`src/rtl/hdrLogPkg.sv`:
```
package hdrLogPkg;
  localparam int STATUS_W   = 32;
  localparam int IDX_W      = $clog2(STATUS_W);
  localparam int DWORD_W    = 32;
  localparam int DW_BYTES   = DWORD_W / 8;
  localparam int LOG_DWORDS = 4;
  localparam int LOG_W      = DWORD_W * LOG_DWORDS;

  // one pending error as captured from the requester
  typedef struct packed {
    logic [IDX_W-1:0] idx;
    logic             hdrValid;
    logic [LOG_W-1:0] hdr;
    logic             prefixPresent;
    logic [LOG_W-1:0] prefix;
  } logEntry_t;

  // strobes from control to datapath, at most one action family per cycle
  typedef struct packed {
    logic loadNew;
    logic loadHead;
    logic clearLog;
    logic push;
    logic pop;
    logic flush;
    logic overflow;
    logic restore;
  } logCtrl_t;

  function automatic logic [IDX_W-1:0] lowestIdx(input logic [STATUS_W-1:0] s);
    lowestIdx = '0;
    for (int i = STATUS_W - 1; i >= 0; i--) begin
      if (s[i]) lowestIdx = IDX_W'(i);
    end
  endfunction

  function automatic logic [LOG_W-1:0] byteSwapLog(input logic [LOG_W-1:0] d);
    byteSwapLog = '0;
    for (int k = 0; k < LOG_DWORDS; k++) begin
      for (int b = 0; b < DW_BYTES; b++) begin
        byteSwapLog[k*DWORD_W + b*8 +: 8] = d[k*DWORD_W + (DW_BYTES-1-b)*8 +: 8];
      end
    end
  endfunction
endpackage

```
`src/rtl/hdrLogCtrl.sv`:
```
module hdrLogCtrl
  import hdrLogPkg::*;
(
  input  logic                logReq,
  input  logic                statusWrite,
  input  logic [STATUS_W-1:0] uncorStatus,
  input  logic [IDX_W-1:0]    fep,
  input  logic                mhrEn,
  input  logic                qEmpty,
  input  logic                qFull,
  output logCtrl_t            ctrl
);
  logic firstSet;
  assign firstSet = uncorStatus[fep];

  always_comb begin
    ctrl = '0;
    if (statusWrite) begin
      if (!firstSet) begin
        if (!mhrEn || qEmpty) begin
          ctrl.clearLog = 1'b1;
        end else begin
          ctrl.restore  = 1'b1;
          ctrl.pop      = 1'b1;
          ctrl.loadHead = 1'b1;
        end
      end else if (mhrEn) begin
        ctrl.restore = !qEmpty;
      end else begin
        ctrl.flush = 1'b1;
      end
    end else if (logReq) begin
      if (mhrEn && firstSet) begin
        if (qFull) ctrl.overflow = 1'b1;
        else       ctrl.push     = 1'b1;
      end else begin
        ctrl.loadNew = 1'b1;
      end
    end
  end
endmodule

```
`src/rtl/hdrLogFifo.sv`:
```
module hdrLogFifo
  import hdrLogPkg::*;
#(
  parameter int DEPTH = 4
) (
  input  logic                clk,
  input  logic                rstN,
  input  logic                push,
  input  logic                pop,
  input  logic                flush,
  input  logEntry_t           pushEntry,
  output logEntry_t           headEntry,
  output logic                empty,
  output logic                full,
  output logic [STATUS_W-1:0] pendingMask
);
  localparam int SLOTS = (DEPTH > 0) ? DEPTH : 1;
  localparam int PTR_W = (SLOTS > 1) ? $clog2(SLOTS) : 1;
  localparam int CNT_W = $clog2(SLOTS + 1);

  logEntry_t        mem [SLOTS];
  logic [SLOTS-1:0] slotValid;
  logic [PTR_W-1:0] head, tail, headNext;
  logic [CNT_W-1:0] count;

  always_comb begin
    int sum;
    sum = int'(head) + int'(count);
    if (sum >= SLOTS) sum = sum - SLOTS;
    tail     = PTR_W'(sum);
    headNext = (head == PTR_W'(SLOTS - 1)) ? '0 : head + 1'b1;
  end

  assign empty     = (count == '0);
  assign full      = (count == CNT_W'(DEPTH));
  assign headEntry = mem[head];

  always_ff @(posedge clk) begin
    if (!rstN) begin
      head      <= '0;
      count     <= '0;
      slotValid <= '0;
    end else if (flush) begin
      count     <= '0;
      slotValid <= '0;
    end else if (push) begin
      slotValid[tail] <= 1'b1;
      count           <= count + 1'b1;
    end else if (pop) begin
      slotValid[head] <= 1'b0;
      head            <= headNext;
      count           <= count - 1'b1;
    end
  end

  always_ff @(posedge clk) begin
    if (push && !flush) mem[tail] <= pushEntry;
  end

  always_comb begin
    pendingMask = '0;
    for (int i = 0; i < SLOTS; i++) begin
      if (slotValid[i]) pendingMask[mem[i].idx] = 1'b1;
    end
  end
endmodule

```
`src/rtl/hdrLogData.sv`:
```
module hdrLogData
  import hdrLogPkg::*;
#(
  parameter int QDEPTH = 4
) (
  input  logic                clk,
  input  logic                rstN,
  input  logCtrl_t            ctrl,
  input  logEntry_t           newEntry,
  input  logic                prefixSupported,
  output logic                qEmpty,
  output logic                qFull,
  output logic [IDX_W-1:0]    fep,
  output logic [LOG_W-1:0]    hdrLog,
  output logic [LOG_W-1:0]    prefixLog,
  output logic                tlpPrefixLogged,
  output logic                logOverflow,
  output logic                setStatusValid,
  output logic [STATUS_W-1:0] setStatusMask
);
  logEntry_t           headEntry, srcEntry;
  logic [STATUS_W-1:0] pendingMask;
  logic                usePrefix;

  hdrLogFifo #(.DEPTH(QDEPTH)) uFifo (
    .clk        (clk),
    .rstN       (rstN),
    .push       (ctrl.push),
    .pop        (ctrl.pop),
    .flush      (ctrl.flush),
    .pushEntry  (newEntry),
    .headEntry  (headEntry),
    .empty      (qEmpty),
    .full       (qFull),
    .pendingMask(pendingMask)
  );

  assign srcEntry  = ctrl.loadHead ? headEntry : newEntry;
  assign usePrefix = srcEntry.prefixPresent && prefixSupported;

  always_ff @(posedge clk) begin
    if (!rstN) begin
      fep             <= '0;
      hdrLog          <= '0;
      prefixLog       <= '0;
      tlpPrefixLogged <= 1'b0;
      logOverflow     <= 1'b0;
      setStatusValid  <= 1'b0;
      setStatusMask   <= '0;
    end else begin
      logOverflow    <= ctrl.overflow;
      setStatusValid <= ctrl.restore;
      setStatusMask  <= ctrl.restore ? pendingMask : '0;
      if (ctrl.clearLog) begin
        fep             <= '0;
        hdrLog          <= '0;
        prefixLog       <= '0;
        tlpPrefixLogged <= 1'b0;
      end else if (ctrl.loadNew || ctrl.loadHead) begin
        fep             <= srcEntry.idx;
        hdrLog          <= srcEntry.hdrValid ? byteSwapLog(srcEntry.hdr) : '0;
        prefixLog       <= usePrefix ? byteSwapLog(srcEntry.prefix) : '0;
        tlpPrefixLogged <= usePrefix;
      end
    end
  end
endmodule

```
`src/rtl/hdrLogQueue.sv`:
```
module hdrLogQueue
  import hdrLogPkg::*;
#(
  parameter int QDEPTH = 4
) (
  input  logic                clk,
  input  logic                rstN,
  input  logic                mhrEnable,
  input  logic                prefixSupported,
  input  logic                logReq,
  input  logic [STATUS_W-1:0] logStatus,
  input  logic                logHdrValid,
  input  logic [LOG_W-1:0]    logHdr,
  input  logic                logPrefixPresent,
  input  logic [LOG_W-1:0]    logPrefix,
  input  logic                statusWrite,
  input  logic [STATUS_W-1:0] uncorStatus,
  output logic [IDX_W-1:0]    fep,
  output logic [LOG_W-1:0]    hdrLog,
  output logic [LOG_W-1:0]    prefixLog,
  output logic                tlpPrefixLogged,
  output logic                mhrCapable,
  output logic                ecrcGenCapable,
  output logic                ecrcChkCapable,
  output logic                logOverflow,
  output logic                setStatusValid,
  output logic [STATUS_W-1:0] setStatusMask
);
  logCtrl_t  ctrl;
  logEntry_t newEntry;
  logic      mhrEn, qEmpty, qFull;

  generate
    if (QDEPTH > 0) begin : gQueue
      assign mhrCapable = 1'b1;
      assign mhrEn      = mhrEnable;
    end else begin : gNoQueue
      assign mhrCapable = 1'b0;
      assign mhrEn      = 1'b0;
    end
  endgenerate

  assign ecrcGenCapable = 1'b1;
  assign ecrcChkCapable = 1'b1;

  assign newEntry.idx           = lowestIdx(logStatus);
  assign newEntry.hdrValid      = logHdrValid;
  assign newEntry.hdr           = logHdr;
  assign newEntry.prefixPresent = logPrefixPresent;
  assign newEntry.prefix        = logPrefix;

  hdrLogCtrl uCtrl (
    .logReq     (logReq),
    .statusWrite(statusWrite),
    .uncorStatus(uncorStatus),
    .fep        (fep),
    .mhrEn      (mhrEn),
    .qEmpty     (qEmpty),
    .qFull      (qFull),
    .ctrl       (ctrl)
  );

  hdrLogData #(.QDEPTH(QDEPTH)) uData (
    .clk            (clk),
    .rstN           (rstN),
    .ctrl           (ctrl),
    .newEntry       (newEntry),
    .prefixSupported(prefixSupported),
    .qEmpty         (qEmpty),
    .qFull          (qFull),
    .fep            (fep),
    .hdrLog         (hdrLog),
    .prefixLog      (prefixLog),
    .tlpPrefixLogged(tlpPrefixLogged),
    .logOverflow    (logOverflow),
    .setStatusValid (setStatusValid),
    .setStatusMask  (setStatusMask)
  );
endmodule

```
`config.mk`:
```
export PLATFORM = sky130hd
export DESIGN_NAME = hdrLogQueue
export DESIGN_NICKNAME = d
export VERILOG_FILES = /design/src/rtl/hdrLogPkg.sv /design/src/rtl/hdrLogCtrl.sv /design/src/rtl/hdrLogFifo.sv /design/src/rtl/hdrLogData.sv /design/src/rtl/hdrLogQueue.sv
export SDC_FILE = /design/constraint.sdc
export NUM_CORES = 2
export LEC_CHECK = 0
export ABC_AREA = 0
export BUFFER_PORTS_ARGS = -buffer_cell sky130_fd_sc_hd__clkbuf_2
export CAP_MARGIN = 20
export CORE_ASPECT_RATIO = 0.9
export CORE_MARGIN = 1
export CORE_UTILIZATION = 60
export DETAILED_ROUTE_END_ITERATION = 6
export GPL_TIMING_DRIVEN = 0
export PLACE_DENSITY = 0.82
export SKIP_CTS_REPAIR_TIMING = 1
export SLEW_MARGIN = 30
export SYNTH_ARGS = -nofsm -noshare
export SYNTH_HDL_FRONTEND = slang
export SYNTH_SLANG_ARGS = --single-unit
```
`constraint.sdc`:
```
create_clock -name clk -period 56.4 [get_ports clk]
set_input_delay 11.28 -clock clk [delete_from_list [all_inputs] [get_ports clk]]
set_output_delay 11.28 -clock clk [all_outputs]
set_load 0.03 [all_outputs]
```
==> impl_metrics.py <==
metrics = {
    "sta": {
        "max_slew_margin_pct": 30.34,
        "setup_viol": 0,
        "timing.fmax_ghz": 0.06568,
        "skew_ps": 35.21,
        "final-max-slew-violation-count": 0,
        "tns_ps": 0,
        "worst_pin_slew_ps": 1045,
        "layout_min_cycle_time_ps": 15230,
        "grt_setup_unrepaired": "false",
        "fin_crit_sh_pct": 27.00,
        "hold_viol": 0,
    },
    "layout": {
        "synthToLayoutAreaGrowth_pct": 18.94,
        "fin_area_sq_mm": 0.06281,
        "layout.cells.non_filler": 5264,
        "drive_gt1_share_pct": 31.66,
        "final_common_cell": "edfxtp_1",
        "final_cell_mix": "edfxtp_1 (1052), clkbuf_2 (634), nor2_1 (310)",
        "finalNetCount": 4314,
    },
    "routing": {
        "dr.pass1.iters": 5,
        "via_per_inst": 6.459,
        "met1_length_um": 53320,
        "met3_length_um": 14310,
        "via_count": 34000,
        "drt-initial-drc-count": 3826,
        "drc": 0,
        "wire_per_inst_um": 27.68,
        "routed_wl_um": 145700,
        "top_layer": "met5",
        "ant_nets": 0,
        "wl_met2_um": 70190,
    },
    "power_and_ir_drop": {
        "irDropWorstVdd_mv": 0.03017,
        "pwr-share-comb_pct": 7.5,
        "clockPowerShare_pct": 41.1,
        "p_int_w": 0.001660,
        "share_seq_of_total_power_pct": 51.4,
        "power_w": 0.002155,
        "switchingPower_w": 0.0004947,
        "sw_frac_of_total_pct": 22.96,
        "powerDensity_mw_per_mm2": 34.31,
        "p_leak_nw": 21.13,
    },
    "setup_path": {
        "cpLargestDelayFamily": "buffers and inverters",
        "cp_max_fo": 10,
        "worstSetupPathType": "input pin to flop",
        "r2r-end": "uData.uFifo.mem[3][64]$_DFFE_PP_",
        "regToRegSetupSlack_ps": 51190,
        "crit_arrival_ps": 15670,
        "cp_slowest_cell": "nor3b_2",
        "crit_chain": "clkbuf_2, mux2i_1, a211oi_1, and3_1, a31o_1, o21ai_4, nor3_1, nor3b_2, buf_6, buf_4, buf_4, buf_6, buf_4, buf_4, buf_4, buf_4, buf_4, buf_4",
        "rr_worst_depth": 17,
        "worstPathRequired_ps": 56840,
        "path_common_cell": "buf_4",
        "cpPeakStageDelay_ps": 780,
        "cp-start-kind": "input pin",
        "crit_path_end_kind": "flop",
        "crit_buf_inv": 11,
        "r2r_start": "uData.fep[0]$_SDFFE_PP0P_",
    },
    "cts": {
        "cts.sink_count": 1359,
        "cts_tree": "yes",
        "cts.clk_slew.worst_paths_ps": 60,
        "insertion_delay_ps": 740,
        "tritoncts.num_buffers": 132,
        "cts_root_buf": "clkbuf_16",
        "h-tree-depth": 4,
        "clockBufferDepth": 3,
    },
    "yosys": {
        "synthCells": 3123,
        "yosysUniqueCellTypes": 53,
        "syn_avg_cell_area_sq_um": 16.91,
        "synth-seq-cells": 1359,
        "yosysWarnings": 0,
        "seq_area_frac_synth_pct": 71.47,
        "synth_area_sq_mm": 0.05280,
    },
    "global_routing": {
        "grt_pass1_vias": 34220,
        "grt_pass1_wl_um": 214300,
        "grt_usage_pct": 32.43,
        "antenna_found_initial": 41,
        "grt_remaining_overflow": 0,
        "grt_max_degree": 39,
    },
    "placed_design": {
        "hpwlAfterDp_um": 97670,
        "port_buffers": 622,
        "routabilityCongestion": 0.9243,
        "dpl_cell_area_sq_mm": 0.05838,
        "numPlacedInstances": 4990,
    },
    "floorplanning": {
        "die_h_um": 283.4,
        "core_area_sq_mm": 0.08653,
        "dieArea_sq_mm": 0.08920,
        "top_level_ports": 627,
        "die_w_um": 314.7,
        "initial_core_util_pct": 61.02,
        "rows": 102,
    },
    "job": {
        "maxCapViolations": 0,
    },
    "min_path": {
        "whs_path_depth": 2,
        "min_from": "uData.hdrLog[68]$_SDFFE_PP0P_",
        "holdPathEnd": "uData.hdrLog[68]$_SDFFE_PP0P_",
        "hp-class": "flop to flop",
    },
    "outcome": {
        "outcome": "complete, no violations",
    },
}
==> kinds of logic (layout without fill, tap and decap cells) <==
kind of cell	after synthesis	count (layout)	share of synthesized area, %
flip-flops	1359	1359	71.47
AND/OR/NAND/NOR	698	698	6.099
multiplexers	409	409	13.99
AO/OA/AOI/OAI	398	398	6.073
buffers and inverters	249	1214	2.161
adder cells (fa/ha/maj)	6	6	0.1564
XOR/XNOR	3	3	0.04977
other	1	33	0.007102
==> Yosys cell counts (all sizes together) <==
cell type | instances | area (sq um)
a32oi | 1 | 8.760
a31oi | 1 | 6.260
and3b | 9 | 78.83
or4 | 1 | 7.510
nand2 | 32 | 120.1
nor2 | 310 | 1164
a2bb2oi | 128 | 1121
a311oi | 134 | 1180
xnor2 | 3 | 26.28
nor4 | 7 | 43.79
or2 | 3 | 18.77
a21boi | 3 | 22.52
and2 | 5 | 31.28
and3 | 11 | 68.82
or3b | 2 | 17.52
o21ai | 5 | 36.28
dfxtp | 307 | 6146
nor3 | 13 | 65.06
mux2 | 1 | 11.26
o221ai | 1 | 8.760
nor3b | 18 | 135.1
a21oi | 47 | 235.2
buf | 97 | 563.0
mux2i | 145 | 1451
a31o | 1 | 8.760
nor2b | 5 | 31.28
a221oi | 9 | 78.83
o21bai | 2 | 15.01
mux4 | 263 | 5923
a211oi | 5 | 37.54
nand3b | 7 | 52.55
a2111oi | 1 | 8.760
ha | 5 | 62.56
edfxtp | 1052 | 31590
fa | 1 | 20.02
nand3 | 271 | 1361
inv | 13 | 48.80
o21a | 4 | 30.03
o31ai | 5 | 37.54
conb | 1 | 3.750
nand2b | 4 | 25.02
clkbuf | 139 | 529.3
o22ai | 9 | 56.30
a22oi | 42 | 315.3
==> metrics by stage <==
step | worst slack, ps | hold slack [ps] | utilization (%)
after global routing | 40920 | 511.7 | 72.56
after detailed placement | 40510 | 478.0 | 67.47
final | 41170 | 488.3 | 72.58
after global placement | 8594 | 466.5 | 66.28
after CTS | 41280 | 492.6 | 72.49
after floorplan | 23630 | 482.7 | -
==> area by class of cell <==
| class | instances | area [sq um] |
|---|---|---|
| multi-input cells | 1517 | 13970 |
| repair buffers | 721 | 4101 |
| plain buffers | 236 | 1107 |
| well taps | 1144 | 1431 |
| fillers | 5080 | 23720 |
| diodes | 30 | 75.07 |
| inverters | 13 | 48.80 |
| flip-flops and latches | 1359 | 37740 |
| clock buffers | 179 | 3687 |
| clock inverters | 65 | 651.9 |
==> power groups by stage <==
stage	logic (W)	registers, W	clock network, W
3_5_place_dp	0.000158	0.00113	0
2_1_floorplan	0.0000707	0.00115	0
5_1_grt	0.000170	0.00111	0.000928
3_3_place_gp	0.000151	0.00113	0
6_report	0.000161	0.00111	0.000887
4_1_cts	0.000159	0.00111	0.000891
==> metal layers <==
metal,vias to the layer above,global-route usage (%)
li1,14350,-
met2,2112,51.21
met3,463,8.660
met4,28,16.97
met5,-,0
met1,17050,41.41
==> worst max path at each step <==
stage | from | endpoint | depth (start not counted)
2_1_floorplan | uncorStatus[2] | uData.uFifo.mem[2][0]$_DFFE_PP_ | 7
3_3_place_gp | uncorStatus[2] | uData.uFifo.mem[2][142]$_DFFE_PP_ | 8
3_5_place_dp | uncorStatus[2] | uData.uFifo.mem[3][77]$_DFFE_PP_ | 18
4_1_cts | uncorStatus[2] | uData.uFifo.mem[3][64]$_DFFE_PP_ | 18
5_1_grt | uncorStatus[2] | uData.uFifo.mem[3][75]$_DFFE_PP_ | 18
6_report | uncorStatus[2] | uData.uFifo.mem[3][64]$_DFFE_PP_ | 18
==> flip-flops by register name, indices dropped and copies added (netlist names), named ones only <==
name,count
uData.uFifo.count,3
uData.hdrLog,128
uData.setStatusMask,32
uData.setStatusValid,1
uData.tlpPrefixLogged,1
uData.uFifo.mem,1052
uData.uFifo.head,2
uData.fep,5
uData.logOverflow,1
uData.uFifo.slotValid,4
uData.prefixLog,128
==> worst min-delay path, stage by stage (launching register included) <==
cell,delay (ps)
dfxtp_1,320
a2bb2oi_1,60
nor2_1,70
Power figures use the tool's default switching activity.
